==> src/rtl/bscan_chain_pkg.sv <==
package bscan_chain_pkg;

    // Kind of each scan cell, two bits per cell in the cell map.
    typedef enum logic [1:0] {
        CELL_PIN_IN  = 2'd0,   // samples a pin, never drives
        CELL_OPEN_DR = 2'd1,   // samples and drives low; 1 releases
        CELL_FIXED   = 2'd2,   // no pin, samples a constant
        CELL_OBS_BI  = 2'd3    // bidirectional pad, sample only
    } cell_kind_e;

endpackage

==> src/rtl/bscan_cell_decode.sv <==
module bscan_cell_decode
    import bscan_chain_pkg::*;
#(
    parameter int                        NUM_CELLS = 20,
    parameter logic [2*NUM_CELLS-1:0]    CELL_MAP  = {4{10'b11_10_01_01_00}},
    parameter logic [NUM_CELLS-1:0]      FIX_VAL   = 20'h02008
) (
    input  logic [NUM_CELLS-1:0] pin_in,
    output logic [NUM_CELLS-1:0] cap_val,
    output logic [NUM_CELLS-1:0] od_mask,
    output logic [NUM_CELLS-1:0] fix_mask
);

    for (genvar i = 0; i < NUM_CELLS; i++) begin : g_cell
        localparam cell_kind_e KIND    = cell_kind_e'(CELL_MAP[2*i +: 2]);
        localparam logic       IS_FIX  = (KIND == CELL_FIXED);
        localparam logic       IS_OD   = (KIND == CELL_OPEN_DR);

        // Fixed cells sample their constant; all others sample the pad.
        assign cap_val[i]  = IS_FIX ? FIX_VAL[i] : pin_in[i];
        assign od_mask[i]  = IS_OD;
        assign fix_mask[i] = IS_FIX;
    end

endmodule

==> src/rtl/bscan_shift_stage.sv <==
module bscan_shift_stage #(
    parameter int NUM_CELLS = 20
) (
    input  logic                 tck,
    input  logic                 trst_n,
    input  logic                 tdi,
    input  logic                 capture_en,
    input  logic                 shift_en,
    input  logic [NUM_CELLS-1:0] cap_val,
    output logic [NUM_CELLS-1:0] chain_q
);

    typedef struct packed {
        logic [NUM_CELLS-1:0] bits;
    } shift_st_t;

    shift_st_t st_d, st_q;

    // Capture wins over shift when both strobes are high.
    always_comb begin
        st_d = st_q;
        if (capture_en) begin
            st_d.bits = cap_val;
        end else if (shift_en) begin
            st_d.bits = {tdi, st_q.bits[NUM_CELLS-1:1]};
        end
    end

    always_ff @(posedge tck or negedge trst_n) begin
        if (!trst_n) begin
            st_q <= '1;
        end else begin
            st_q <= st_d;
        end
    end

    assign chain_q = st_q.bits;

endmodule

==> src/rtl/bscan_hold_stage.sv <==
module bscan_hold_stage #(
    parameter int NUM_CELLS = 20
) (
    input  logic                 tck,
    input  logic                 trst_n,
    input  logic                 update_en,
    input  logic [NUM_CELLS-1:0] chain_q,
    output logic [NUM_CELLS-1:0] hold_q
);

    typedef struct packed {
        logic [NUM_CELLS-1:0] bits;
    } hold_st_t;

    hold_st_t st_d, st_q;

    always_comb begin
        st_d = st_q;
        if (update_en) begin
            st_d.bits = chain_q;
        end
    end

    // Falling edge, so the pads never see a half-shifted value.
    always_ff @(negedge tck or negedge trst_n) begin
        if (!trst_n) begin
            st_q <= '1;
        end else begin
            st_q <= st_d;
        end
    end

    assign hold_q = st_q.bits;

endmodule

==> src/rtl/bscan_pad_mux.sv <==
module bscan_pad_mux #(
    parameter int NUM_CELLS = 20
) (
    input  logic                 extest_en,
    input  logic [NUM_CELLS-1:0] od_mask,
    input  logic [NUM_CELLS-1:0] hold_q,
    input  logic [NUM_CELLS-1:0] core_pull_low,
    output logic [NUM_CELLS-1:0] pad_pull_low
);

    // A hold bit of 1 doubles as the driver disable: released pad.
    always_comb begin
        if (extest_en) begin
            pad_pull_low = od_mask & ~hold_q;
        end else begin
            pad_pull_low = od_mask & core_pull_low;
        end
    end

endmodule

==> src/rtl/bscan_chain.sv <==
module bscan_chain
    import bscan_chain_pkg::*;
#(
    parameter int                        NUM_CELLS = 20,
    parameter logic [2*NUM_CELLS-1:0]    CELL_MAP  = {4{10'b11_10_01_01_00}},
    parameter logic [NUM_CELLS-1:0]      FIX_VAL   = 20'h02008
) (
    input  logic                 tck,
    input  logic                 trst_n,
    input  logic                 tdi,
    input  logic                 capture_en,
    input  logic                 shift_en,
    input  logic                 update_en,
    input  logic                 extest_en,
    input  logic [NUM_CELLS-1:0] pin_in,
    input  logic [NUM_CELLS-1:0] core_pull_low,
    output logic                 tdo,
    output logic [NUM_CELLS-1:0] pad_pull_low
);

    logic [NUM_CELLS-1:0] cap_val;
    logic [NUM_CELLS-1:0] od_mask;
    logic [NUM_CELLS-1:0] fix_mask;
    logic [NUM_CELLS-1:0] chain_q;
    logic [NUM_CELLS-1:0] hold_q;

    bscan_cell_decode #(
        .NUM_CELLS (NUM_CELLS),
        .CELL_MAP  (CELL_MAP),
        .FIX_VAL   (FIX_VAL)
    ) u_decode (
        .pin_in   (pin_in),
        .cap_val  (cap_val),
        .od_mask  (od_mask),
        .fix_mask (fix_mask)
    );

    bscan_shift_stage #(
        .NUM_CELLS (NUM_CELLS)
    ) u_shift (
        .tck        (tck),
        .trst_n     (trst_n),
        .tdi        (tdi),
        .capture_en (capture_en),
        .shift_en   (shift_en),
        .cap_val    (cap_val),
        .chain_q    (chain_q)
    );

    bscan_hold_stage #(
        .NUM_CELLS (NUM_CELLS)
    ) u_hold (
        .tck       (tck),
        .trst_n    (trst_n),
        .update_en (update_en),
        .chain_q   (chain_q),
        .hold_q    (hold_q)
    );

    bscan_pad_mux #(
        .NUM_CELLS (NUM_CELLS)
    ) u_pad (
        .extest_en     (extest_en),
        .od_mask       (od_mask),
        .hold_q        (hold_q),
        .core_pull_low (core_pull_low),
        .pad_pull_low  (pad_pull_low)
    );

    assign tdo = chain_q[0];

endmodule

==> config.mk <==
export PLATFORM = sky130hd
export DESIGN_NAME = bscan_chain
export DESIGN_NICKNAME = d
export VERILOG_FILES = /design/src/rtl/bscan_chain_pkg.sv /design/src/rtl/bscan_cell_decode.sv /design/src/rtl/bscan_shift_stage.sv /design/src/rtl/bscan_hold_stage.sv /design/src/rtl/bscan_pad_mux.sv /design/src/rtl/bscan_chain.sv
export SDC_FILE = /design/constraint.sdc
export NUM_CORES = 1
export LEC_CHECK = 0
export ABC_AREA = 1
export BUFFER_PORTS_ARGS = -buffer_cell sky130_fd_sc_hd__buf_2
export CAP_MARGIN = 0
export CORE_ASPECT_RATIO = 0.5
export CORE_MARGIN = 1
export CORE_UTILIZATION = 46
export DETAILED_ROUTE_END_ITERATION = 6
export GPL_TIMING_DRIVEN = 0
export HOLD_SLACK_MARGIN = 0.15
export PLACE_DENSITY = 0.75
export SLEW_MARGIN = 0
export SYNTH_ARGS = -nofsm -noshare
export SYNTH_HDL_FRONTEND = slang
export SYNTH_SLANG_ARGS = --single-unit
==> constraint.sdc <==
create_clock -name tck -period 0.9 [get_ports tck]
set_input_delay 0.18 -clock tck [delete_from_list [all_inputs] [get_ports tck]]
set_output_delay 0.18 -clock tck [all_outputs]
set_load 0.02 [all_outputs]
==> results of run 1 <==
==> metal layers <==
metal / GRT usage, % / wire (um) / up-vias / share of wire, %
met2: 39.0 / 1700 / 68 / 47
met5: 0 / 0 / - / 0
met4: 5.36 / 27 / 0 / 0.75
met3: 3.96 / 292 / 2 / 8.1
met1: 26.2 / 1570 / 637 / 44
li1: - / - / 703 / -
==> final cells by class <==
class                   instances  area share, %
clock inverters                 8           1.33
clock buffers                   4           2.94
inverters                      11           1.83
plain buffers                  21           7.05
repair buffers                 66           22.4
well taps                      37           2.05
multi-input cells             123           29.7
flip-flops and latches         28           32.6
==> through the flow <==
step	cells	setup TNS, ns	utilization (%)	area (um^2)	hold WS [ns]
2_1_floorplan	184	-4.58	-	1580	0.0322
4_1_cts	297	-8.47	79.4	2210	0.166
5_1_grt	298	-9.08	81.1	2250	0.169
6_report	298	-8.52	81.1	2250	0.156
3_5_place_dp	260	-7.66	65.5	1820	0.403
3_3_place_gp	260	-7.34	65.5	1820	0.397
==> where the power goes <==
group          internal (mW)  leakage (nW)  switching (mW)
Sequential              1.49         0.293          0.0953
Combinational          0.431         0.761           0.430
Clock                  0.531        0.0765           0.498
==> critical path: stages, from the launching register on <==
cell	delay, ns
dfstp_2	0.55
o21ai_4	0.06
buf_6	0.14
==> Yosys cell counts <==
master   count  share of area (%)
o21ai_0     16                5.5
nand3_1     28                9.7
inv_1       11                2.8
buf_4       14                7.2
buf_2        4                1.4
inv_2        1               0.26
buf_6        3                2.3
nor2_4       1               0.78
nand2_1     60                 16
a21oi_1      2               0.69
dfstp_2     28                 51
nand3_2      4                2.8
conb_1       1               0.26
==> layout by cell type (no fill, tap or decap) <==
cell type      instances
inv_1                 18
clkbuf_16              1
nand2_2                4
buf_2                 34
nand2_1               56
o21ai_1                7
buf_6                 15
nand3_2                7
dlygate4sd3_1         16
conb_1                12
dfstp_2               28
a21oi_1                2
nand3_1               25
buf_4                 22
clkbuf_8               3
nor2_4                 1
inv_2                  1
o21ai_2                1
o21ai_4                8
==> sequential cells by signal, indices dropped and copies added (netlist names) <==
register and cells:
u_hold.hold_q 8, u_shift.chain_q 20
==> worst max path at each step <==
stage | from | end | cells after the start | slack, ns
4_1_cts | u_hold.hold_q[11] | pad_pull_low[11] | 2 | -0.81
3_3_place_gp | extest_en | pad_pull_low[1] | 6 | -0.51
3_5_place_dp | extest_en | pad_pull_low[2] | 6 | -0.56
2_1_floorplan | u_hold.hold_q[11] | pad_pull_low[11] | 1 | -0.33
6_report | u_hold.hold_q[11] | pad_pull_low[11] | 2 | -0.83
5_1_grt | u_hold.hold_q[17] | pad_pull_low[17] | 2 | -0.86
==> logic make-up after synthesis <==
logic type / after synthesis
AND/OR/NAND/NOR: 93
buffers and inverters: 33
AO/OA/AOI/OAI: 18
other: 1
flip-flops: 28
==> timing repair <==
action,CTS,global route
resized for setup,18,11
endpoints found under the hold margin,15,0
hold buffers,16,0
endpoints found under the setup margin,17,21
buffers inserted,10,3
pin swaps,6,6
==> metrics.txt, run 1 <==
share of post-route cells with drive strength above 1 between 40% and 50%; critical path start-end classification reg2out; pre-CTS setup slack -0.557 ns; global-route wire length before repair 5510 um; Net count, final 309; Initial Util 52.1%; startpoint class of the critical path flip-flop; setup repair after global routing missed its margin yes; TritonCTS clock tree built; Post-Synth Adder-Cell Area 0%; via count of the first global-routing pass 1300; Bufs on Longest Clock Path 2; netlist area before placement 1450 um^2; largest net degree at the start of global routing 29; clock transition time at the flip-flop clock pins of the worst setup and hold paths 0.10 ns; area inside the core boundary ~2800 um^2; Synth Register Bits 28; Cell Pwr Density 1540 nW/um^2; Horiz. Die Dim 81.4 um; Endpoint, Worst Hold u_shift.chain_q[15]; final hold vios 0; gate count of the mapped netlist between 150 and 200; H-tree levels 1; number of antenna cells inserted 0; relative slew slack 60.7%; combinational family with the most area after synthesis simple AND/OR/NAND/NOR gates; Inserted Clock Buffers 3; number of different library cells in the post-synthesis netlist 13; CTS Sinks 28; global-route usage over all layers 21.5%; count of maximum capacitance violations 0; Worst Reg2Reg Path Length in Cells 2; Yosys warning count 0; router iterations before antenna repair 4; worst vdd rail ir drop 1.11 mV; transition time at the pin with the least slew margin 0.590 ns; CP Max Fanout 2; overall die area 3390 um^2; type of destination of the critical path output pin; Fin Clk Skew 0.0711 ns; Congestion Overflow GR 0; vias per inst 4.73; drc violations 0; data required time at the worst endpoint roughly 0.72 ns; data arrival time of the critical path approximately 1.6 ns; Final Setup Violations 17; number of antenna-violating nets in the routed design 0; multiplexer share of the synthesized area 0%; area delta synth->final 55.5%; latest clock arrival within the worst-skew pair about 0.35 ns; antenna violations before repair 0; combined area of the multi-input logic cells around 670 um^2; synthesized area per cell 8.38 um^2; # port buffers 39; Chip Height roughly 42 um; post-synthesis share of cell area spent on and, or, nand and nor gates 28.7%; Layout fillers 190; compound-cell area share of the yosys netlist 6.21%; startpoint of the most critical hold path pin_in[15]; RD Place Congestion approximately 0.76; site row count 13; r2r endpoint u_hold.hold_q[2]; Crit Reg-Reg Startpoint u_shift.chain_q[2]; overall power after layout 3.47 mW; run status finished, violations left; violations in the final reports setup timing; worst min-delay path category in2reg; register area share after synthesis 50.7%; post-synthesis xor/xnor area fraction 0%; Leakage Power 1.13 nW; buffer type at the clock tree root clkbuf_8; number of top-level pins 68; Cells on Worst Hold Path 5; total area of sequential cells approximately 740 um^2; detailed-route via count 1410; worst reg2reg setup slack -0.24 ns; routed wirelength normalized by instance count between 10 and 15 um; PnR worst setup slack -0.828 ns; Total Wirelength between 3000 and 4000 um; initial DRC count 62; pins over their slew limit 0; half-perimeter wire length after detailed placement 2100 um
No activity file was read; power rests on OpenSTA's default activity.
==> run 2: changes to the inputs <==
--- a/config.mk
+++ b/config.mk
@@ -8,7 +8,6 @@
 export ABC_AREA = 1
 export BUFFER_PORTS_ARGS = -buffer_cell sky130_fd_sc_hd__buf_2
 export CAP_MARGIN = 0
-export CORE_ASPECT_RATIO = 0.5
 export CORE_MARGIN = 1
 export CORE_UTILIZATION = 46
 export DETAILED_ROUTE_END_ITERATION = 6
==> run 2 against run 1 <==
  * Non-clock buffer count is 1 lower
  * Power is 5.6% lower
  * Global-route usage is 0.80 points lower
  * Critical path depth stayed put
  * The run still ends with setup timing left
==> metrics.txt, run 2 (synthesis results as in run 1) <==
run status finished, violations left; violations in the final reports setup timing; Fin Clk Skew 0.0658 ns; routed wirelength normalized by instance count 10.5 um; worst vdd rail ir drop 0.993 mV; area delta synth->final 56.4%; initial DRC count 19; cells traversed along the worst timing path o21ai_4 -> buf_6; max reg flops 20; overall power after layout 3.28 mW; RD Place Congestion 0.761; power share of the clock group 25.9%; H-tree levels 1; share of post-route cells with drive strength above 1 50.4%; overall die area between 3000 and 4000 um^2; most common cell after layout, fill and taps aside nand2_1; CP Max Fanout 2; critical path start-end classification reg2out; via count of the first global-routing pass about 1300; largest net degree at the start of global routing 29; data arrival time of the critical path between 1.5 and 2 ns; delay-heaviest family, CP flip-flops; part of the total power dissipated in combinational logic 25.9%; Bufs on Longest Clock Path 2; transition time at the pin with the least slew margin a little under 0.6 ns; master of the slowest instance on the critical path dfstp_2; Total Wirelength 3200 um; Sequential Power Share 48.2%; Net count, final 308; router iterations before antenna repair 4; global-route usage over all layers 20.7%; vias per inst 4.63; CTS Sinks 28; Cell Count, Final, Fillers Out 304; global-route wire length before repair 5360 um; count of maximum capacitance violations 0; # port buffers 39; worst min-delay path category in2reg; startpoint class of the critical path flip-flop; number of top-level pins 68; Slowest Stage Delay on Critical Path 0.55 ns; area inside the core boundary 3030 um^2; Initial Util a little under half; site row count 20; setup repair after global routing missed its margin yes; pins over their slew limit 0; data required time at the worst endpoint 0.72 ns; Final Setup Violations 18; Inserted Clock Buffers 3; reported net switching power 0.981 mW; clock transition time at the flip-flop clock pins of the worst setup and hold paths 0.16 ns; antenna violations before repair 0; detailed-route via count 1406; TritonCTS clock tree built; Horiz. Die Dim just under 60 um; number of antenna-violating nets in the routed design 0; commonest cells after routing, fill and taps aside nand2_1, buf_2, dfstp_2; Chip Height ~58 um; placed insts approximately 270; drc violations 0; type of destination of the critical path output pin; buffer type at the clock tree root clkbuf_4; number of antenna cells inserted 0; Congestion Overflow GR 0; final hold vios 0; pre-CTS setup slack -0.532 ns; PnR worst setup slack -0.863 ns; Leakage Power 1.13 nW; Worst Path Buf+Inv 1; half-perimeter wire length after detailed placement around 2000 um; Cell Pwr Density 1450 nW/um^2; total internal power about 2.3 mW; switching share of power 29.9%; relative slew slack 60.5%; latest clock arrival within the worst-skew pair ~0.39 ns
[run 2: cell types whose count changed in the layout (fill, tap and decap cells not counted), moves of 3 or more]
cell and delta:
clkbuf_4 +3, clkbuf_8 -3, nand3_2 +4, nand3_1 -4
[run 2: worst reg2reg max path, cell delays in order, from the launching register on]
cell and delay (ns):
dfstp_2 0.57, nand2_1 0.06, o21ai_1 0.08
[run 2: power by group through the flow]
stage / combinational [mW] / clock (mW) / sequential [mW]
3_3_place_gp: 0.608 / 0.0617 / 1.60
5_1_grt: 0.936 / 0.921 / 1.60
3_5_place_dp: 0.617 / 0.0617 / 1.61
2_1_floorplan: 0.435 / 0.0617 / 1.59
6_report: 0.849 / 0.849 / 1.58
4_1_cts: 0.798 / 0.867 / 1.57
[run 2: layout make-up]
type / count / area (um^2)
multi-input cells: 123 / 703
inverters: 11 / 41.3
fillers: 225 / 759
clock inverters: 8 / 30.0
repair buffers: 65 / 497
well taps: 44 / 55.1
clock buffers: 4 / 47.5
flip-flops and latches: 28 / 736
plain buffers: 21 / 159
[run 2: routing by layer]
metal | GRT usage (%) | wire, um | vias to the layer above
met5 | 0 | 0 | -
li1 | - | - | 701
met2 | 37.4 | 1640 | 48
met4 | 6.46 | 48 | 0
met3 | 2.23 | 143 | 4
met1 | 25.9 | 1380 | 653
[run 2: through the flow]
stage	hold slack (ns)	TNS, ns	cell area, um^2	utilization [%]
floorplan	0.0322	-4.58	1580	-
global placement	0.403	-7.50	1830	60.5
detailed placement	0.405	-7.87	1830	60.5
CTS	0.154	-9.18	2190	72.4
global route	0.179	-9.76	2270	74.9
finish	0.165	-9.14	2270	74.9
[run 2: final timing paths]
| kind | slack (ns) | cells past startpoint | to | startpoint |
|---|---|---|---|---|
| max in group asynchronous | 0.26 | 1 | u_hold.hold_q[1] | trst_n |
| worst max-delay path | -0.86 | 2 | pad_pull_low[6] | u_hold.hold_q[6] |
| worst min-delay path | 0.16 | 4 | u_shift.chain_q[0] | capture_en |
| worst min register to register | 0.47 | 2 | u_shift.chain_q[8] | u_shift.chain_q[8] |
| worst max register to register | -0.28 | 2 | u_hold.hold_q[12] | u_shift.chain_q[12] |
| min in group asynchronous | 0.18 | 1 | u_shift.chain_q[15] | trst_n |
[run 2: what timing repair did]
item,CTS,global route
hold buffers,17,0
setup buffers,8,2
hold endpoints to repair,16,0
pin swaps,1,12
endpoints found under the setup margin,17,22
resized for setup,18,18
